==> src/rtl/page_req_pkg.sv <==
package page_req_pkg;
  localparam int REQ_COLS = 7;
  localparam int ENTRY_W  = 5;
  localparam int DIGIT_W  = 4;
  localparam int COL_W    = 3;
  localparam int CARE_BIT = 4;
  localparam int HOLD_BIT = 3;
  localparam int HOLD_COL = 0;

  typedef logic [ENTRY_W-1:0] req_entry_t;
  typedef logic [DIGIT_W-1:0] digit_t;

  // Width of the meaningful digit bits in each column.
  function automatic digit_t col_mask(input int col);
    case (col)
      0:       col_mask = 4'b0111;
      3:       col_mask = 4'b0011;
      5:       col_mask = 4'b0111;
      default: col_mask = 4'b1111;
    endcase
  endfunction
endpackage

==> src/rtl/page_req_store.sv <==
module page_req_store
  import page_req_pkg::*;
#(
  parameter int NSLOT  = 8,
  parameter int SLOT_W = 3
) (
  input  logic                                 clk,
  input  logic                                 rst,
  input  logic                                 we,
  input  logic [SLOT_W-1:0]                    slot,
  input  logic [COL_W-1:0]                     col,
  input  req_entry_t                           data,
  output req_entry_t [NSLOT-1:0][REQ_COLS-1:0] ent_o,
  output logic                                 wr_ok_o
);
  // Column 7 has no storage, so such writes are dropped.
  assign wr_ok_o = we && (int'(col) < REQ_COLS);

  for (genvar s = 0; s < NSLOT; s++) begin : g_slot
    for (genvar c = 0; c < REQ_COLS; c++) begin : g_col
      always_ff @(posedge clk) begin
        if (rst) begin
          ent_o[s][c] <= '0;
        end else if (wr_ok_o && slot == SLOT_W'(s) && col == COL_W'(c)) begin
          ent_o[s][c] <= data;
        end
      end
    end
  end
endmodule

==> src/rtl/page_req_slot_cmp.sv <==
module page_req_slot_cmp
  import page_req_pkg::*;
(
  input  req_entry_t [REQ_COLS-1:0] ent_i,
  input  digit_t     [REQ_COLS-1:0] hdr_i,
  output logic                      match_o
);
  logic [REQ_COLS-1:0] col_ok;

  for (genvar c = 0; c < REQ_COLS; c++) begin : g_col
    assign col_ok[c] = !ent_i[c][CARE_BIT] ||
                       (((ent_i[c][DIGIT_W-1:0] ^ hdr_i[c]) & col_mask(c)) == '0);
  end

  assign match_o = &col_ok;
endmodule

==> src/rtl/page_req_prio.sv <==
module page_req_prio #(
  parameter int N     = 4,
  parameter int IDX_W = 2
) (
  input  logic [N-1:0]     req_i,
  output logic             any_o,
  output logic [IDX_W-1:0] idx_o
);
  always_comb begin
    any_o = |req_i;
    idx_o = '0;
    for (int i = N - 1; i >= 0; i--) begin
      if (req_i[i]) idx_o = IDX_W'(i);
    end
  end
endmodule

==> src/rtl/page_req_matcher.sv <==
module page_req_matcher
  import page_req_pkg::*;
#(
  parameter  int NUM_GROUPS  = 2,
  parameter  int GROUP_SLOTS = 4,
  localparam int NSLOT  = NUM_GROUPS * GROUP_SLOTS,
  localparam int SLOT_W = $clog2(NSLOT),
  localparam int GRP_W  = $clog2(NUM_GROUPS),
  localparam int IDX_W  = $clog2(GROUP_SLOTS)
) (
  input  logic              clk,
  input  logic              rst,
  input  logic              req_we,
  input  logic [SLOT_W-1:0] req_slot,
  input  logic [2:0]        req_col,
  input  logic [4:0]        req_data,
  input  logic [GRP_W-1:0]  grp_sel,
  input  logic              hdr_valid,
  input  logic              hdr_ham_err,
  input  logic [2:0]        hdr_mag,
  input  logic [3:0]        hdr_pg_tens,
  input  logic [3:0]        hdr_pg_units,
  input  logic [1:0]        hdr_hr_tens,
  input  logic [3:0]        hdr_hr_units,
  input  logic [2:0]        hdr_mn_tens,
  input  logic [3:0]        hdr_mn_units,
  output logic              res_valid,
  output logic              res_hit,
  output logic [SLOT_W-1:0] res_slot,
  output logic              res_capture,
  output logic              res_held,
  output logic [NSLOT-1:0]  found_n,
  output logic [NSLOT-1:0]  looking
);
  req_entry_t [NSLOT-1:0][REQ_COLS-1:0] ent;
  digit_t     [REQ_COLS-1:0]            hdr_dig;
  logic                                 wr_ok;
  logic [NSLOT-1:0]                     slot_hit;
  logic [GROUP_SLOTS-1:0]               grp_hit;
  logic                                 win_any;
  logic [IDX_W-1:0]                     win_idx;
  logic [SLOT_W-1:0]                    win_slot;
  logic                                 win_hold;

  assign hdr_dig[0] = {1'b0, hdr_mag};
  assign hdr_dig[1] = hdr_pg_tens;
  assign hdr_dig[2] = hdr_pg_units;
  assign hdr_dig[3] = {2'b00, hdr_hr_tens};
  assign hdr_dig[4] = hdr_hr_units;
  assign hdr_dig[5] = {1'b0, hdr_mn_tens};
  assign hdr_dig[6] = hdr_mn_units;

  page_req_store #(
    .NSLOT (NSLOT),
    .SLOT_W(SLOT_W)
  ) store_i (
    .clk    (clk),
    .rst    (rst),
    .we     (req_we),
    .slot   (req_slot),
    .col    (req_col),
    .data   (req_data),
    .ent_o  (ent),
    .wr_ok_o(wr_ok)
  );

  for (genvar s = 0; s < NSLOT; s++) begin : g_cmp
    page_req_slot_cmp cmp_i (
      .ent_i  (ent[s]),
      .hdr_i  (hdr_dig),
      .match_o(slot_hit[s])
    );
  end

  // Only the selected group competes; a damaged header competes not at all.
  assign grp_hit = slot_hit[int'(grp_sel)*GROUP_SLOTS +: GROUP_SLOTS]
                 & {GROUP_SLOTS{hdr_valid && !hdr_ham_err}};

  page_req_prio #(
    .N    (GROUP_SLOTS),
    .IDX_W(IDX_W)
  ) prio_i (
    .req_i(grp_hit),
    .any_o(win_any),
    .idx_o(win_idx)
  );

  assign win_slot = SLOT_W'(int'(grp_sel) * GROUP_SLOTS + int'(win_idx));
  assign win_hold = ent[win_slot][HOLD_COL][HOLD_BIT];

  always_ff @(posedge clk) begin
    if (rst) begin
      res_valid   <= 1'b0;
      res_hit     <= 1'b0;
      res_slot    <= '0;
      res_capture <= 1'b0;
      res_held    <= 1'b0;
    end else begin
      res_valid   <= hdr_valid;
      res_hit     <= win_any;
      res_slot    <= win_any ? win_slot : '0;
      res_capture <= win_any && win_hold;
      res_held    <= win_any && !win_hold;
    end
  end

  for (genvar s = 0; s < NSLOT; s++) begin : g_stat
    always_ff @(posedge clk) begin
      if (rst) begin
        looking[s] <= 1'b0;
        found_n[s] <= 1'b1;
      end else if (wr_ok && req_slot == SLOT_W'(s)) begin
        looking[s] <= 1'b1;
        found_n[s] <= 1'b1;
      end else if (win_any && win_slot == SLOT_W'(s)) begin
        looking[s] <= 1'b0;
        found_n[s] <= 1'b0;
      end
    end
  end
endmodule

==> config.mk <==
export PLATFORM = sky130hd
export DESIGN_NAME = page_req_matcher
export DESIGN_NICKNAME = d
export VERILOG_FILES = /design/src/rtl/page_req_pkg.sv /design/src/rtl/page_req_store.sv /design/src/rtl/page_req_slot_cmp.sv /design/src/rtl/page_req_prio.sv /design/src/rtl/page_req_matcher.sv
export SDC_FILE = /design/constraint.sdc
export NUM_CORES = 1
export LEC_CHECK = 0
export CELL_PAD_IN_SITES_DETAIL_PLACEMENT = 1
export CELL_PAD_IN_SITES_GLOBAL_PLACEMENT = 1
export CORE_MARGIN = 10
export CORE_UTILIZATION = 30
export DETAILED_ROUTE_END_ITERATION = 10
export DONT_BUFFER_PORTS = 1
export GPL_TIMING_DRIVEN = 0
export PLACE_DENSITY = 0.52
export SLEW_MARGIN = 5
export SYNTH_ARGS = -nofsm -noshare
export SYNTH_HDL_FRONTEND = slang
export SYNTH_SLANG_ARGS = --single-unit
==> constraint.sdc <==
create_clock -name clk -period 2.7 [get_ports clk]
set_input_delay 0.27 -clock clk [delete_from_list [all_inputs] [get_ports clk]]
set_output_delay 0.27 -clock clk [all_outputs]
set_load 0.01 [all_outputs]
======== Word level (Yosys, flattened, before mapping) ========
Index checks and enable logic that the tools add are counted.
storage, ports and cells
  output and inout port bits .............. 23
  logic and storage cells ................. 456
  input port bits ......................... 41
  flip-flop bits (word level) ............. 303
cells by class
  reductions and logical operators ........ 275
  equal/unequal tests ..................... 20
  bitwise logic cells ..................... 58
  add/sub/neg operators ................... 1
  multiplexer cells ....................... 22
  shift operators ......................... 1
  $lt $le $gt $ge ......................... 2
operators by type and width
  kind                number
  $logic_not 4->1     56
  $xor 4x4->4         32
  $bmux 35 s3         1
  $logic_and 1x1->1   76
  $logic_not 1->1     58
  $logic_or 1x1->1    56
  $reduce_and 7->1    8
  $xor 3x3->3         16
  $eq 3x3->1 const B  11
  $eq 3x2->1 const B  6
  $reduce_or 2->1     9
  $mux 1              16
  $reduce_bool 2->1   8
  $xor 2x2->2         8
  $eq 3x1->1 const B  3
  $logic_not 3->1     3
  $mux 2              4
  $shiftx 8x4->4      1
  $and 4x4->4         1
  $lt 3x4->1 const B  1
  $mux 4              1
  $reduce_or 4->1     1
  $add 3x2->3         1
  $lt 3x3->1 const B  1
  $not 1->1           1

======== Depth between registers and ports, before layout ========
Gate-level depths: netlist of the first run.
  depth in word-level cells ............... 15
  gate-level depth with buffers ........... 10
  depth with buffers taken out ............ 8

======== Cells and area by module ========
A second synthesis of the first run with hierarchy kept.
second synthesis, totals
  cells, all modules ...................... 1391
  area total of the unflattened synthesis .. 14301.2 µm²
by module, submodules not included
  module             area each (µm²)  cells each  instances  sequential area each (µm²)
  page_req_store     11049.3          1011        1          5605.4
  page_req_slot_cmp  280.3            34          8          0.0
  page_req_matcher   974.7            101         1          460.4
  page_req_prio      35.0             7           1          0.0

======== Least setup slack after synthesis of the first run ========
OpenSTA, ideal clock, no wires.
  path kind ............................... input-to-reg
  start ................................... input hdr_mn_units[0]
  end ..................................... register res_capture
  setup slack ............................. 0.577 ns
  cell stages on the path ................. 9
  library setup time ...................... 0.116 ns
  arrival time ............................ 2.008 ns
  required time ........................... 2.584 ns
  path buffers ............................ 1
  cell sequence ........................... buf_2 -> xor2_1 -> o41ai_1 -> nand3_1 -> a2111oi_4 -> or2_2 -> o31ai_1 -> o2bb2ai_1 -> and3_1
between the ends
  longest elaborated chain between the ends .. 14
  elaborated cells between the ends (all ways) .. 43
  those cells by class .................... add/sub: 1; shift: 1; mux: 6; bitwise: 9; reduce/logical: 26
ends and longest elaborated chain
  what                          RTL line                 text
  start: declaration            page_req_matcher.sv:26   input logic [3:0] hdr_mn_units,
  $xor 4x4->4                   page_req_slot_cmp.sv:12  (((ent_i[c][DIGIT_W-1:0] ^ hdr_i[c]) & col_mask(c)) == '0);
  $logic_not 4->1               page_req_slot_cmp.sv:12
  $logic_or 1x1->1              page_req_slot_cmp.sv:11  assign col_ok[c] = !ent_i[c][CARE_BIT] ||
  $reduce_and 7->1              page_req_slot_cmp.sv:15  assign match_o = &col_ok;
  $shiftx 8x4->4 (*)            page_req_matcher.sv:76   assign grp_hit = slot_hit[int'(grp_sel)*GROUP_SLOTS +: GROUP_SLOTS]
  $and 4x4->4 (*)               page_req_matcher.sv:77   & {GROUP_SLOTS{hdr_valid && !hdr_ham_err}};
  $mux 2 (4 in a row)           page_req_prio.sv:13      if (req_i[i]) idx_o = IDX_W'(i);
  $add 3x2->3                   page_req_matcher.sv:88   assign win_slot = SLOT_W'(int'(grp_sel) * GROUP_SLOTS + int'(win_idx));
  $bmux 35 s3                   page_req_matcher.sv:89   assign win_hold = ent[win_slot][HOLD_COL][HOLD_BIT];
  $mux 4 (implied by the code)  page_req_matcher.sv:89
  $logic_and 1x1->1 (*)         page_req_matcher.sv:102  res_capture <= win_any && win_hold;
  end signal: assignment        page_req_matcher.sv:102
  end: declaration              page_req_matcher.sv:30   output logic res_capture,
Every way passes the cells marked *; elsewhere a longest branch is shown, timed or not. The select of a mux whose other input is x is not followed.
A chain may end at the register's enable or synchronous reset.

======== Worst setup path after layout of the first run ========
  start ................................... register store_i.ent_o[222] in the netlist's numbering
  end ..................................... register res_held
between the ends
  longest elaborated chain between the ends .. 14
  elaborated cells between the ends (all ways) .. 15
  those cells by class .................... add/sub: 1; shift: 1; mux: 5; bitwise: 2; reduce/logical: 6
ends and longest elaborated chain
  what                              RTL line                 text
  start: declaration                page_req_store.sv:13     output req_entry_t [NSLOT-1:0][REQ_COLS-1:0] ent_o,
  start signal: indexed assignment  page_req_store.sv:25     ent_o[s][c] <= data;
  $xor 4x4->4 (*)                   page_req_slot_cmp.sv:12
  $logic_not 4->1 (*)               page_req_slot_cmp.sv:12
  $logic_or 1x1->1 (*)              page_req_slot_cmp.sv:11
  $reduce_and 7->1 (*)              page_req_slot_cmp.sv:15
  $shiftx 8x4->4 (*)                page_req_matcher.sv:76
  $and 4x4->4 (*)                   page_req_matcher.sv:77
  $mux 2 (3 in a row)               page_req_prio.sv:13
  $add 3x2->3                       page_req_matcher.sv:88
  $bmux 35 s3                       page_req_matcher.sv:89
  $mux 4 (implied by the code)      page_req_matcher.sv:89
  $logic_not 1->1                   page_req_matcher.sv:103  res_held <= win_any && !win_hold;
  $logic_and 1x1->1 (*)             page_req_matcher.sv:103
  end signal: assignment            page_req_matcher.sv:103
  end: declaration                  page_req_matcher.sv:31   output logic res_held,
Marked as above.

==> flow_summary.html, run 1 <==
<table>
<tr><th>Metric</th><th>Value</th></tr>
<tr><th colspan="2">Run status</th></tr>
<tr><td>Run status</td><td>complete, but fails checks</td></tr>
<tr><td>Violated checks</td><td>setup timing</td></tr>
<tr><th colspan="2">Route</th></tr>
<tr><td>Count of vias placed by the detailed router</td><td>11015</td></tr>
<tr><td>Number of nets with antenna violations after routing</td><td>0</td></tr>
<tr><td>Number of remaining DRC errors</td><td>0</td></tr>
<tr><td>Number of DRC markers after the initial detailed-route iteration</td><td>659</td></tr>
<tr><td>Final WL</td><td>52.9 mm</td></tr>
<tr><td>Final routed wire length divided by cell count</td><td>25.0 um</td></tr>
<tr><td>First-pass iteration count of the detailed router</td><td>5</td></tr>
<tr><td>Via density per instance</td><td>between 5 and 6</td></tr>
<tr><th colspan="2">STA</th></tr>
<tr><td>Fraction of the cycle the final worst path needs</td><td>104%</td></tr>
<tr><td>Hold slack final</td><td>0.256 ns</td></tr>
<tr><td>Min Clock Period, post-route</td><td>roughly 2.8 ns</td></tr>
<tr><td>Highest Clock Rate</td><td>~0.36 GHz</td></tr>
<tr><td>Crit path setup slack, layout</td><td>-0.115 ns</td></tr>
<tr><td>Final number of setup-violating endpoints</td><td>8</td></tr>
<tr><td>Pin slew with the least headroom to its limit</td><td>1.03 ns</td></tr>
<tr><td>Max Transition Viols Final</td><td>0</td></tr>
<tr><td>Worst Skew</td><td>approximately 0.0074 ns</td></tr>
<tr><td>Unrepaired setup endpoints after global routing</td><td>true</td></tr>
<tr><td>Final hold violation count</td><td>0</td></tr>
<tr><td>Max-slew headroom at the worst pin</td><td>30.3%</td></tr>
<tr><th colspan="2">Clock tree</th></tr>
<tr><td>Cell chosen for the clock root</td><td>clkbuf_16</td></tr>
<tr><td>Clock slew at reported path FFs</td><td>~0.06 ns</td></tr>
<tr><td>CTS tree</td><td>yes</td></tr>
<tr><td>H-tree depth reported by CTS</td><td>2</td></tr>
<tr><td>Maximum number of buffers from clock root to sink</td><td>3</td></tr>
<tr><td>Num CTS Buffers</td><td>36</td></tr>
<tr><td>Clock insertion delay at the later pin of the skew report</td><td>0.54 ns</td></tr>
<tr><td>CTS sink count</td><td>279</td></tr>
<tr><th colspan="2">Critical path</th></tr>
<tr><td>Required @ worst endpoint</td><td>approximately 3.2 ns</td></tr>
<tr><td>FF-to-FF setup slack</td><td>-0.12 ns</td></tr>
<tr><td>Crit end category</td><td>flip-flop</td></tr>
<tr><td>Worst flop-to-flop path endpoint</td><td>res_held</td></tr>
<tr><td>Critical path class</td><td>flip-flop to flip-flop</td></tr>
<tr><td>Critical path peak fanout</td><td>6</td></tr>
<tr><td>Startpoint of the worst-slack reg-to-reg timing path</td><td>store_i.ent_o[222]</td></tr>
<tr><td>Kind of start point of the critical path</td><td>flip-flop</td></tr>
<tr><td>Crit path DAT</td><td>roughly 3.3 ns</td></tr>
<tr><td>Number of cells on the worst reg-to-reg path</td><td>9</td></tr>
<tr><th colspan="2">Finish</th></tr>
<tr><td>Layout Cell Area excl Fill</td><td>roughly 0.015 mm2</td></tr>
<tr><td>Area growth from synthesis to layout</td><td>15.4%</td></tr>
<tr><td>Most common library cell in the layout ignoring fill and taps</td><td>dfxtp_1</td></tr>
<tr><td>Top library cells by usage in the layout, fill and taps aside</td><td>dfxtp_1, nand2_1, nor2_1</td></tr>
<tr><td>Ratio of cells with drive above 1 in the final layout</td><td>roughly 7.6%</td></tr>
<tr><td>NumNets Final</td><td>~1600</td></tr>
<tr><th colspan="2">Yosys</th></tr>
<tr><td>Count of flip-flops with a built-in enable after synthesis</td><td>0</td></tr>
<tr><td>Synthesized area per cell</td><td>8.51 um2</td></tr>
<tr><td>Synthesis-stage register bit count</td><td>about 280</td></tr>
<tr><td>Number of instances in the synthesized netlist</td><td>~1500</td></tr>
<tr><td>Dominant synthesized flop cell</td><td>dfxtp_1</td></tr>
<tr><td>Async set or reset register ratio after synthesis</td><td>0%</td></tr>
<tr><td>Count of warnings emitted by yosys</td><td>0</td></tr>
<tr><td>Count of unique library cells instantiated by Yosys</td><td>44</td></tr>
<tr><td>Post-Synthesis Net Count</td><td>roughly 1500</td></tr>
<tr><td>Proportion of synthesized chip area in sequential cells</td><td>between 40% and 50%</td></tr>
<tr><td>Total standard cell area after synthesis</td><td>between 0.01 and 0.015 mm2</td></tr>
<tr><th colspan="2">Power and ir drop</th></tr>
<tr><td>Switching power</td><td>around 2.5 mW</td></tr>
<tr><td>Power per Cell Area</td><td>~650 mW/mm2</td></tr>
<tr><td>Post-layout power</td><td>roughly 9.6 mW</td></tr>
<tr><td>Cell internal power dissipation</td><td>7.07 mW</td></tr>
<tr><td>Sequential Power Share</td><td>between 40% and 50%</td></tr>
<tr><td>Clock network power share</td><td>between 40 and 50%</td></tr>
<tr><td>IR Drop Worst-Case VDD</td><td>about 370 uV</td></tr>
<tr><td>Fraction of power spent switching nets</td><td>between 20% and 30%</td></tr>
<tr><td>Part of the total power dissipated in combinational logic</td><td>8.0%</td></tr>
<tr><td>Leakage</td><td>5.03 nW</td></tr>
<tr><th colspan="2">Min path</th></tr>
<tr><td>Path category of the worst min-delay check</td><td>input pin to flip-flop</td></tr>
<tr><td>Hold Path Origin</td><td>req_data[4]</td></tr>
<tr><td>Hold Path Stages</td><td>3</td></tr>
<tr><td>Hold EP</td><td>store_i.ent_o[114]</td></tr>
<tr><th colspan="2">Floorplanning</th></tr>
<tr><td>CORE AREA</td><td>between 0.04 and 0.05 mm2</td></tr>
<tr><td>Effective utilization at floorplan</td><td>30.5%</td></tr>
<tr><td>Boundary Pins</td><td>64</td></tr>
<tr><td>Vertical die dimension</td><td>227 um</td></tr>
<tr><td>Rows</td><td>75</td></tr>
<tr><td>Overall die width</td><td>~230 um</td></tr>
<tr><td>Total Die Area</td><td>just over 0.05 mm2</td></tr>
<tr><th colspan="2">Placed design</th></tr>
<tr><td>GPL Wtd Cong</td><td>between 0.8 and 0.9</td></tr>
<tr><td>Number of input and output port buffers inserted</td><td>0</td></tr>
<tr><td>Cell area after placement</td><td>around 0.013 mm2</td></tr>
<tr><td>Dpl ws</td><td>-0.845 ns</td></tr>
<tr><td>HPWL after DPL</td><td>36.8 mm</td></tr>
<tr><th colspan="2">Run</th></tr>
<tr><td>Number of max-cap violations</td><td>0</td></tr>
<tr><th colspan="2">Global routing</th></tr>
<tr><td>Wire length of the first global-routing pass</td><td>76.4 mm</td></tr>
<tr><td>Via count of the first global-routing pass</td><td>between 10000 and 15000</td></tr>
<tr><td>Grt ovf</td><td>0</td></tr>
<tr><td>Largest net degree at the start of global routing</td><td>12</td></tr>
<tr><td>Total GRT Usage</td><td>20.4%</td></tr>
<tr><td>Number of antenna violations at the first check in global routing</td><td>1</td></tr>
</table>
-- power by group through the flow --
| stage | sequential [mW] | clock (mW) | combinational, mW |
|---|---|---|---|
| floorplan | 4.25 | 0 | 0.437 |
| global placement | 4.25 | 0 | 0.750 |
| detailed placement | 4.25 | 0 | 0.751 |
| CTS | 4.16 | 4.75 | 0.768 |
| global route | 4.16 | 4.91 | 0.818 |
| finish | 4.16 | 4.65 | 0.769 |
-- per-stage QoR --
| stage | util (%) | cells | TNS [ns] |
|---|---|---|---|
| final | 35.1 | 2115 | -0.532 |
| after CTS | 35.0 | 2113 | -1.47 |
| after global routing | 35.1 | 2115 | -1.64 |
| after floorplan | - | 1505 | 0 |
| after global placement | 32.1 | 2044 | -21.99 |
| after detailed placement | 32.1 | 2044 | -27.78 |
-- routing by layer --
metal / up-vias / global-route usage, % / part of all wire (%)
met5: - / 0 / 0
met4: 0 / 5.54 / 1.9
met3: 67 / 2.78 / 4.0
li1: 5205 / - / -
met1: 5545 / 27.1 / 46
met2: 198 / 33.8 / 48
-- area by class of cell --
cell class / instances / area [um2]
Antenna cell: 1 / 2.50
Buffer: 130 / 579
Clock buffer: 57 / 1080
Clock inverter: 6 / 30.0
Fill cell: 4979 / 27300
Inverter: 5 / 18.8
Multi-Input combinational cell: 1091 / 6740
Sequential cell: 279 / 5590
Tap cell: 539 / 674
Timing Repair Buffer: 7 / 55.1
-- critical path: stages, from the launching register on --
cell and delay, ns:
dfxtp_2 0.35, xnor2_2 0.11, nand4_1 0.15, a222oi_1 0.81
and4b_2 0.45, or2_1 0.14, buf_6 0.12, nor2_4 0.04
a311oi_4 0.36, a21boi_2 0.22
-- logic make-up (layout without fill, tap and decap cells) --
family / after synthesis / after routing / share of synthesized area, %
AO/OA/AOI/OAI: 340 / 340 / 15.0
flip-flops: 279 / 279 / 43.6
other: 0 / 1 / 0
buffers and inverters: 135 / 205 / 4.64
XOR/XNOR: 192 / 192 / 13.1
multiplexers: 108 / 108 / 8.44
AND/OR/NAND/NOR: 451 / 451 / 15.2
-- how the worst max path moves through the flow --
stage,startpoint,end,cells after the start
floorplan,hdr_mn_units[0],res_capture,9
CTS,store_i.ent_o[222],res_held,9
global route,store_i.ent_o[222],res_held,9
global placement,hdr_mn_units[0],res_capture,9
detailed placement,hdr_mn_units[0],res_capture,9
finish,store_i.ent_o[222],res_held,9
-- sequential cells by signal, indices dropped and copies added (netlist names) --
register / cells
res_held: 1
looking: 8
res_slot: 3
res_valid: 1
found_n: 8
res_capture: 1
res_hit: 1
store_i.ent_o: 256
-- cell usage after synthesis (3+ instances only) --
cell type / number / share of area (%)
a211o_1: 3 / 0.21
a21oi_1: 159 / 6.2
a221oi_1: 3 / 0.21
a222oi_1: 6 / 0.47
a22oi_1: 3 / 0.18
and3_1: 4 / 0.20
and4b_1: 3 / 0.23
buf_1: 7 / 0.21
buf_2: 13 / 0.51
buf_4: 7 / 0.41
buf_6: 6 / 0.53
clkbuf_1: 97 / 2.8
dfxtp_1: 279 / 44
inv_1: 4 / 0.12
mux2i_1: 108 / 8.4
nand2_1: 174 / 5.1
nand3_1: 50 / 2.0
nand3b_1: 8 / 0.47
nand4_1: 21 / 1.0
nor2_1: 164 / 4.8
nor3_1: 3 / 0.12
nor3b_1: 3 / 0.18
o21ai_0: 129 / 5.0
o31ai_1: 14 / 0.82
o41ai_1: 13 / 0.89
or2_2: 4 / 0.20
or3_1: 4 / 0.20
or3b_2: 3 / 0.21
xnor2_1: 109 / 7.5
xor2_1: 83 / 5.7
-- timing repair --
item,CTS,global route
endpoints found under the setup margin,20,15
gates resized for setup,24,7
gates cloned,0,0
pin swaps,13,3
endpoints found under the hold margin,1,0
hold buffers,1,0
setup buffers,5,1
Power figures use the tool's default switching activity.
==> run 2: changes to the inputs <==
MAX_ROUTING_LAYER = met4   (was unset)
==> flow_summary.html, run 2 (same netlist as run 1, synthesis figures left out) <==
<table>
<tr><th>Metric</th><th>Value</th></tr>
<tr><th colspan="2">Placed design</th></tr>
<tr><td>Dpl ws</td><td>-0.845 ns (unchanged)</td></tr>
<tr><td>GPL Wtd Cong</td><td>0.844 (+1.5%)</td></tr>
<tr><td>HPWL after DPL</td><td>36.8 mm (unchanged)</td></tr>
<tr><td>Number of input and output port buffers inserted</td><td>0 (unchanged)</td></tr>
<tr><th colspan="2">Clock tree</th></tr>
<tr><td>Num CTS Buffers</td><td>36 (unchanged)</td></tr>
<tr><td>Maximum number of buffers from clock root to sink</td><td>3 (unchanged)</td></tr>
<tr><td>H-tree depth reported by CTS</td><td>2 (unchanged)</td></tr>
<tr><td>Clock insertion delay at the later pin of the skew report</td><td>0.54 ns (about the same)</td></tr>
<tr><td>CTS tree</td><td>yes</td></tr>
<tr><td>Clock slew at reported path FFs</td><td>0.06 ns (about the same)</td></tr>
<tr><td>CTS sink count</td><td>279 (unchanged)</td></tr>
<tr><td>Cell chosen for the clock root</td><td>clkbuf_16</td></tr>
<tr><th colspan="2">STA</th></tr>
<tr><td>Fraction of the cycle the final worst path needs</td><td>105% (+0.70 points)</td></tr>
<tr><td>Min Clock Period, post-route</td><td>2.83 ns (+0.0188 ns)</td></tr>
<tr><td>Max-slew headroom at the worst pin</td><td>29.8% (-0.47 points)</td></tr>
<tr><td>Max Transition Viols Final</td><td>0 (unchanged)</td></tr>
<tr><td>Final number of setup-violating endpoints</td><td>8 (unchanged)</td></tr>
<tr><td>Final hold violation count</td><td>0 (unchanged)</td></tr>
<tr><td>Crit path setup slack, layout</td><td>-0.134 ns (-0.0188 ns)</td></tr>
<tr><td>Pin slew with the least headroom to its limit</td><td>1.05 ns (+0.0205 ns)</td></tr>
<tr><td>Unrepaired setup endpoints after global routing</td><td>true</td></tr>
<tr><td>Worst Skew</td><td>0.00761 ns (+0.000199 ns)</td></tr>
<tr><td>Highest Clock Rate</td><td>0.353 GHz (-0.66%)</td></tr>
<tr><th colspan="2">Floorplanning</th></tr>
<tr><td>Boundary Pins</td><td>64 (unchanged)</td></tr>
<tr><td>Overall die width</td><td>227 um (unchanged)</td></tr>
<tr><td>Total Die Area</td><td>0.0513 mm2 (unchanged)</td></tr>
<tr><td>CORE AREA</td><td>0.0420 mm2 (unchanged)</td></tr>
<tr><td>Rows</td><td>75 (unchanged)</td></tr>
<tr><td>Vertical die dimension</td><td>227 um (unchanged)</td></tr>
<tr><td>Effective utilization at floorplan</td><td>30.5% (unchanged)</td></tr>
<tr><th colspan="2">Critical path</th></tr>
<tr><td>Number of cells on the worst reg-to-reg path</td><td>9 (unchanged)</td></tr>
<tr><td>Crit end category</td><td>flip-flop</td></tr>
<tr><td>Required @ worst endpoint</td><td>3.18 ns (about the same)</td></tr>
<tr><td>Crit path DAT</td><td>3.31 ns (+0.02 ns)</td></tr>
<tr><td>Kind of start point of the critical path</td><td>flip-flop</td></tr>
<tr><td>FF-to-FF setup slack</td><td>-0.13 ns (-0.02 ns)</td></tr>
<tr><td>Critical path class</td><td>flip-flop to flip-flop</td></tr>
<tr><td>Startpoint of the worst-slack reg-to-reg timing path</td><td>store_i.ent_o[222]</td></tr>
<tr><td>Critical path peak fanout</td><td>6 (unchanged)</td></tr>
<tr><td>Worst flop-to-flop path endpoint</td><td>res_held</td></tr>
<tr><th colspan="2">Global routing</th></tr>
<tr><td>Grt ovf</td><td>0 (unchanged)</td></tr>
<tr><td>Via count of the first global-routing pass</td><td>11196 (-0.25%)</td></tr>
<tr><td>Total GRT Usage</td><td>21.0% (+0.57 points)</td></tr>
<tr><td>Largest net degree at the start of global routing</td><td>12 (unchanged)</td></tr>
<tr><td>Wire length of the first global-routing pass</td><td>76.5 mm (about the same)</td></tr>
<tr><td>Number of antenna violations at the first check in global routing</td><td>1 (unchanged)</td></tr>
<tr><th colspan="2">Finish</th></tr>
<tr><td>Top library cells by usage in the layout, fill and taps aside</td><td>dfxtp_1, nand2_1, nor2_1</td></tr>
<tr><td>Most common library cell in the layout ignoring fill and taps</td><td>dfxtp_1</td></tr>
<tr><td>Fill cell total of the finished layout</td><td>4979 (unchanged)</td></tr>
<tr><td>Register with the most flip-flops</td><td>store_i.ent_o</td></tr>
<tr><td>Number of flip-flops under the largest register name</td><td>256 (unchanged)</td></tr>
<tr><td>NumNets Final</td><td>1591 (unchanged)</td></tr>
<tr><td>Largest regs</td><td>store_i.ent_o (256), found_n (8), looking (8)</td></tr>
<tr><td>Ratio of cells with drive above 1 in the final layout</td><td>7.62% (unchanged)</td></tr>
<tr><td>Area growth from synthesis to layout</td><td>15.4% (unchanged)</td></tr>
<tr><th colspan="2">Power and ir drop</th></tr>
<tr><td>Leakage</td><td>5.03 nW (unchanged)</td></tr>
<tr><td>IR Drop Worst-Case VDD</td><td>373 uV (-0.15%)</td></tr>
<tr><td>Part of the total power dissipated in combinational logic</td><td>8.0% (about the same)</td></tr>
<tr><td>Switching power</td><td>2.52 mW (+0.17%)</td></tr>
<tr><td>Power per Cell Area</td><td>649 mW/mm2 (about the same)</td></tr>
<tr><td>Post-layout power</td><td>9.59 mW (about the same)</td></tr>
<tr><td>Clock network power share</td><td>48.6% (about the same)</td></tr>
<tr><td>Cell internal power dissipation</td><td>7.07 mW (about the same)</td></tr>
<tr><td>Fraction of power spent switching nets</td><td>26.3% (+0.033 points)</td></tr>
<tr><td>Sequential Power Share</td><td>43.4% (about the same)</td></tr>
<tr><th colspan="2">Route</th></tr>
<tr><td>Number of DRC markers after the initial detailed-route iteration</td><td>674 (+2.3%)</td></tr>
<tr><td>Number of nets with antenna violations after routing</td><td>0 (unchanged)</td></tr>
<tr><td>First-pass iteration count of the detailed router</td><td>5 (unchanged)</td></tr>
<tr><td>Final WL</td><td>52.9 mm (-0.12%)</td></tr>
<tr><td>Final routed wire length divided by cell count</td><td>25.0 um (-0.12%)</td></tr>
<tr><td>Number of remaining DRC errors</td><td>0 (unchanged)</td></tr>
<tr><td>Count of vias placed by the detailed router</td><td>10990 (-0.23%)</td></tr>
<tr><td>Via density per instance</td><td>5.20 (-0.23%)</td></tr>
<tr><th colspan="2">Run status</th></tr>
<tr><td>Run status</td><td>complete, but fails checks</td></tr>
<tr><td>Violated checks</td><td>setup timing</td></tr>
<tr><th colspan="2">Min path</th></tr>
<tr><td>Hold Path Stages</td><td>4 (+1)</td></tr>
<tr><td>Path category of the worst min-delay check</td><td>input pin to flip-flop</td></tr>
<tr><td>Hold Path Origin</td><td>req_slot[2]</td></tr>
<tr><td>Hold EP</td><td>store_i.ent_o[109]</td></tr>
<tr><th colspan="2">Run</th></tr>
<tr><td>Number of max-cap violations</td><td>0 (unchanged)</td></tr>
</table>
## run 2: repair_timing
item,CTS,global route
endpoints found under the hold margin,1,0
gates resized for setup,24,7
buffers inserted,5,1
pin swaps,13,3
hold buffers,1,0
setup endpoints to repair,20,15
gates cloned,0,0
## run 2: critical path: stages (launching register included)
cell and delay (ns):
dfxtp_2 0.35, xnor2_2 0.11, nand4_1 0.17, a222oi_1 0.84
and4b_2 0.44, or2_1 0.13, buf_6 0.12, nor2_4 0.04
a311oi_4 0.36, a21boi_2 0.22
## run 2: power by group through the flow
stage	Combinational [mW]	Sequential, mW	Clock [mW]
2_1_floorplan	0.437	4.25	0
3_3_place_gp	0.750	4.25	0
4_1_cts	0.768	4.16	4.75
3_5_place_dp	0.751	4.25	0
6_report	0.768	4.16	4.66
5_1_grt	0.817	4.16	4.91
## run 2: final cells by class
| type | count | area [um2] | share of cell area, % |
|---|---|---|---|
| diodes | 1 | 2.50 | 0.0169 |
| multi-input cells | 1091 | 6740 | 45.6 |
| clock buffers | 57 | 1080 | 7.32 |
| well taps | 539 | 674 | 4.57 |
| repair buffers | 7 | 55.1 | 0.373 |
| flip-flops and latches | 279 | 5590 | 37.8 |
| plain buffers | 130 | 579 | 3.92 |
| clock inverters | 6 | 30.0 | 0.203 |
| inverters | 5 | 18.8 | 0.127 |
## run 2: routing by layer
| metal | up-vias | share of wire, % | GRT usage, % |
|---|---|---|---|
| li1 | 5203 | - | - |
| met4 | 0 | 1.9 | 5.54 |
| met5 | - | 0 | - |
| met1 | 5519 | 47 | 27.2 |
| met2 | 195 | 48 | 33.8 |
| met3 | 73 | 3.7 | 2.64 |
## run 2: how the worst max path moves through the flow
stage | slack [ns] | cells past startpoint | endpoint | from
6_report | -0.13 | 9 | res_held | store_i.ent_o[222]
5_1_grt | -0.23 | 9 | res_held | store_i.ent_o[222]
4_1_cts | -0.20 | 9 | res_held | store_i.ent_o[222]
3_5_place_dp | -0.85 | 9 | res_capture | hdr_mn_units[0]
3_3_place_gp | -0.88 | 9 | res_capture | hdr_mn_units[0]
2_1_floorplan | 0.58 | 9 | res_capture | hdr_mn_units[0]
## run 2: through the flow
stage	area [um2]	setup TNS [ns]	util (%)	cells	hold WS, ns
5_1_grt	14800	-1.64	35.1	2115	0.262
4_1_cts	14700	-1.47	35.0	2113	0.216
3_5_place_dp	13500	-27.78	32.1	2044	0.415
2_1_floorplan	12800	0	-	1505	0.398
3_3_place_gp	13500	-21.99	32.1	2044	0.399
6_report	14800	-0.684	35.1	2115	0.255
==> run 3: changes to the inputs <==
SETUP_SLACK_MARGIN = 0.2   (was unset)
==> flow_summary.html, run 3 (same netlist as run 1, synthesis figures left out) <==
<table>
<tr><th>Metric</th><th>Value</th></tr>
<tr><th colspan="2">Critical path</th></tr>
<tr><td>Crit path DAT</td><td>3.31 ns (about the same)</td></tr>
<tr><td>Number of gates on the worst path with buffers counted</td><td>9 (unchanged)</td></tr>
<tr><td>Worst-path cell chain</td><td>xnor2_2 -&gt; nand4_1 -&gt; a222oi_1 -&gt; and4b_2 -&gt; or2_1 -&gt; buf_6 -&gt; nor2_4 -&gt; a311oi_4 -&gt; a21boi_2</td></tr>
<tr><td>Number of cells on the worst reg-to-reg path</td><td>9 (unchanged)</td></tr>
<tr><td>Critical path peak fanout</td><td>6 (unchanged)</td></tr>
<tr><td>Critical Path Max Stage Delay</td><td>0.83 ns (about the same)</td></tr>
<tr><td>Required @ worst endpoint</td><td>3.17 ns (about the same)</td></tr>
<tr><td>Cell at the slowest stage of the critical path</td><td>a222oi_1</td></tr>
<tr><td>Top delay family on crit path</td><td>compound AO/OA/AOI/OAI gates</td></tr>
<tr><td>Critical path class</td><td>flip-flop to flip-flop</td></tr>
<tr><td>Kind of start point of the critical path</td><td>flip-flop</td></tr>
<tr><td>Crit end category</td><td>flip-flop</td></tr>
<tr><td>Number of buffers and inverters on the critical path</td><td>1 (unchanged)</td></tr>
<tr><th colspan="2">STA</th></tr>
<tr><td>Hold slack final</td><td>0.256 ns (+0.000662 ns)</td></tr>
<tr><td>Crit path setup slack, layout</td><td>-0.141 ns (-0.00735 ns)</td></tr>
<tr><td>Max-slew headroom at the worst pin</td><td>30.9% (+1.1 points)</td></tr>
<tr><td>Max Transition Viols Final</td><td>0 (unchanged)</td></tr>
<tr><td>Final number of setup-violating endpoints</td><td>8 (unchanged)</td></tr>
<tr><td>Min Clock Period, post-route</td><td>2.84 ns (+0.00735 ns)</td></tr>
<tr><td>Final total negative setup slack</td><td>-0.732 ns (-0.0482 ns)</td></tr>
<tr><td>Highest Clock Rate</td><td>0.352 GHz (-0.26%)</td></tr>
<tr><td>Fraction of the cycle the final worst path needs</td><td>105% (+0.27 points)</td></tr>
<tr><td>Unrepaired setup endpoints after global routing</td><td>true</td></tr>
<tr><td>Worst Skew</td><td>0.00908 ns (+0.00147 ns)</td></tr>
<tr><td>Pin slew with the least headroom to its limit</td><td>1.04 ns (-0.0166 ns)</td></tr>
<tr><td>Final hold violation count</td><td>0 (unchanged)</td></tr>
<tr><th colspan="2">Route</th></tr>
<tr><td>Count of vias placed by the detailed router</td><td>11026 (+0.33%)</td></tr>
<tr><td>Final routed wire length divided by cell count</td><td>25.0 um (about the same)</td></tr>
<tr><td>Number of remaining DRC errors</td><td>0 (unchanged)</td></tr>
<tr><td>Number of nets with antenna violations after routing</td><td>0 (unchanged)</td></tr>
<tr><td>Final WL</td><td>52.9 mm (+0.14%)</td></tr>
<tr><td>First-pass iteration count of the detailed router</td><td>5 (unchanged)</td></tr>
<tr><td>Via density per instance</td><td>5.21 (+0.23%)</td></tr>
<tr><td>Number of DRC markers after the initial detailed-route iteration</td><td>637 (-5.5%)</td></tr>
<tr><th colspan="2">Finish</th></tr>
<tr><td>Ratio of cells with drive above 1 in the final layout</td><td>8.24% (+0.62 points)</td></tr>
<tr><td>Register with the most flip-flops</td><td>store_i.ent_o</td></tr>
<tr><td>Area occupied by multi-input gates</td><td>0.00678 mm2 (+0.61%)</td></tr>
<tr><td>Largest regs</td><td>store_i.ent_o (256), found_n (8), looking (8)</td></tr>
<tr><td>Final cell utilization of the core</td><td>35.3% (+0.14 points)</td></tr>
<tr><td>Number of flip-flops under the largest register name</td><td>256 (unchanged)</td></tr>
<tr><td>Area growth from synthesis to layout</td><td>15.8%</td></tr>
<tr><td>Most common library cell in the layout ignoring fill and taps</td><td>dfxtp_1</td></tr>
<tr><td>Layout Cell Area excl Fill</td><td>0.0148 mm2 (+0.41%)</td></tr>
<tr><td>Fill cell total of the finished layout</td><td>4967 (-0.24%)</td></tr>
<tr><td>Top library cells by usage in the layout, fill and taps aside</td><td>dfxtp_1, nand2_1, nor2_1</td></tr>
<tr><td>NumNets Final</td><td>1593 (+0.13%)</td></tr>
<tr><td>Number of cells in the finished layout apart from fillers</td><td>2117 (+0.095%)</td></tr>
<tr><td>Area taken by flip-flops and latches</td><td>0.00559 mm2 (unchanged)</td></tr>
<tr><th colspan="2">Min path</th></tr>
<tr><td>Hold Path Stages</td><td>3 (-1)</td></tr>
<tr><td>Path category of the worst min-delay check</td><td>input pin to flip-flop</td></tr>
<tr><th colspan="2">Clock tree</th></tr>
<tr><td>CTS tree</td><td>yes</td></tr>
<tr><td>Cell chosen for the clock root</td><td>clkbuf_16</td></tr>
<tr><td>CTS sink count</td><td>279 (unchanged)</td></tr>
<tr><td>Num CTS Buffers</td><td>36 (unchanged)</td></tr>
<tr><td>Clock slew at reported path FFs</td><td>0.06 ns (about the same)</td></tr>
<tr><td>Maximum number of buffers from clock root to sink</td><td>3 (unchanged)</td></tr>
<tr><td>H-tree depth reported by CTS</td><td>2 (unchanged)</td></tr>
<tr><td>Clock insertion delay at the later pin of the skew report</td><td>0.54 ns (about the same)</td></tr>
<tr><th colspan="2">Power and ir drop</th></tr>
<tr><td>Clock network power share</td><td>48.5% (about the same)</td></tr>
<tr><td>Fraction of power spent switching nets</td><td>26.2% (about the same)</td></tr>
<tr><td>Cell internal power dissipation</td><td>7.07 mW (about the same)</td></tr>
<tr><td>IR Drop Worst-Case VDD</td><td>373 uV (about the same)</td></tr>
<tr><td>Power per Cell Area</td><td>647 mW/mm2 (-0.37%)</td></tr>
<tr><td>Post-layout power</td><td>9.59 mW (about the same)</td></tr>
<tr><td>Sequential Power Share</td><td>43.4% (about the same)</td></tr>
<tr><td>Leakage</td><td>5.05 nW (+0.40%)</td></tr>
<tr><td>Part of the total power dissipated in combinational logic</td><td>8.1% (about the same)</td></tr>
<tr><td>Switching power</td><td>2.52 mW (about the same)</td></tr>
<tr><th colspan="2">Placed design</th></tr>
<tr><td>HPWL after DPL</td><td>36.8 mm (unchanged)</td></tr>
<tr><td>GPL Wtd Cong</td><td>0.844 (unchanged)</td></tr>
<tr><td>Dpl ws</td><td>-0.845 ns (unchanged)</td></tr>
<tr><td>Number of input and output port buffers inserted</td><td>0 (unchanged)</td></tr>
<tr><td>Cell area after placement</td><td>0.0135 mm2 (unchanged)</td></tr>
<tr><td>Cell count after placement</td><td>2044 (unchanged)</td></tr>
<tr><th colspan="2">Run status</th></tr>
<tr><td>Run status</td><td>complete, but fails checks</td></tr>
<tr><td>Violated checks</td><td>setup timing</td></tr>
<tr><th colspan="2">Floorplanning</th></tr>
<tr><td>Rows</td><td>75 (unchanged)</td></tr>
<tr><td>Boundary Pins</td><td>64 (unchanged)</td></tr>
<tr><td>Total Die Area</td><td>0.0513 mm2 (unchanged)</td></tr>
<tr><td>Effective utilization at floorplan</td><td>30.5% (unchanged)</td></tr>
<tr><td>Overall die width</td><td>227 um (unchanged)</td></tr>
<tr><td>Vertical die dimension</td><td>227 um (unchanged)</td></tr>
<tr><td>CORE AREA</td><td>0.0420 mm2 (unchanged)</td></tr>
<tr><th colspan="2">Global routing</th></tr>
<tr><td>Total GRT Usage</td><td>21.0% (+0.031 points)</td></tr>
<tr><td>Number of antenna violations at the first check in global routing</td><td>1 (unchanged)</td></tr>
<tr><td>Via count of the first global-routing pass</td><td>11212 (+0.14%)</td></tr>
<tr><td>Grt ovf</td><td>0 (unchanged)</td></tr>
<tr><td>Largest net degree at the start of global routing</td><td>12 (unchanged)</td></tr>
<tr><td>Wire length of the first global-routing pass</td><td>76.6 mm (+0.16%)</td></tr>
<tr><th colspan="2">Run</th></tr>
<tr><td>Number of max-cap violations</td><td>0 (unchanged)</td></tr>
</table>
run 3: cell types whose count changed in the layout (fill, tap and decap cells not counted), sizes merged:
cell and delta:
buf +2
run 3: what timing repair did:
action	in CTS	in global routing
pin swaps	13	8
gates resized for setup	26	19
endpoints found under the hold margin	1	0
gates cloned	0	0
buffers inserted	5	3
hold buffers	1	0
endpoints found under the setup margin	22	41
run 3: final timing paths:
kind / slack, ns / endpoint / startpoint
worst max register to register: -0.14 / res_held / store_i.ent_o[222]
worst min-delay path: 0.26 / looking[4] / hdr_valid
worst min register to register: 0.47 / store_i.ent_o[73] / store_i.ent_o[73]
worst max-delay path: -0.14 / res_held / store_i.ent_o[222]
run 3: final cells by class:
class / instances / area share, %
tap: 539 / 4.55
sequential: 279 / 37.7
buffer: 130 / 3.93
clock buffer: 57 / 7.29
clock inverter: 6 / 0.202
antenna: 1 / 0.0169
timing repair buffer: 9 / 0.472
inverter: 5 / 0.127
multi-input combinational: 1091 / 45.7
run 3: power by group through the flow:
stage	Clock, mW	Sequential (mW)	Combinational, mW
2_1_floorplan	0	4.25	0.437
3_3_place_gp	0	4.25	0.750
3_5_place_dp	0	4.25	0.751
4_1_cts	4.75	4.16	0.770
5_1_grt	4.91	4.16	0.825
6_report	4.65	4.16	0.779
run 3: per-layer routing:
metal | part of all wire, % | GRT usage [%] | up-vias
met5 | 0 | - | -
met4 | 1.8 | 5.37 | 0
met3 | 3.3 | 2.64 | 69
met2 | 48 | 34.0 | 175
met1 | 47 | 27.2 | 5582
li1 | - | - | 5200
run 3: worst reg2reg max path: stages, from the launching register on:
cell	delay [ns]
dfxtp_2	0.35
xnor2_2	0.11
nand4_1	0.16
a222oi_1	0.83
and4b_2	0.45
or2_1	0.14
buf_6	0.12
nor2_4	0.05
a311oi_4	0.36
a21boi_2	0.22
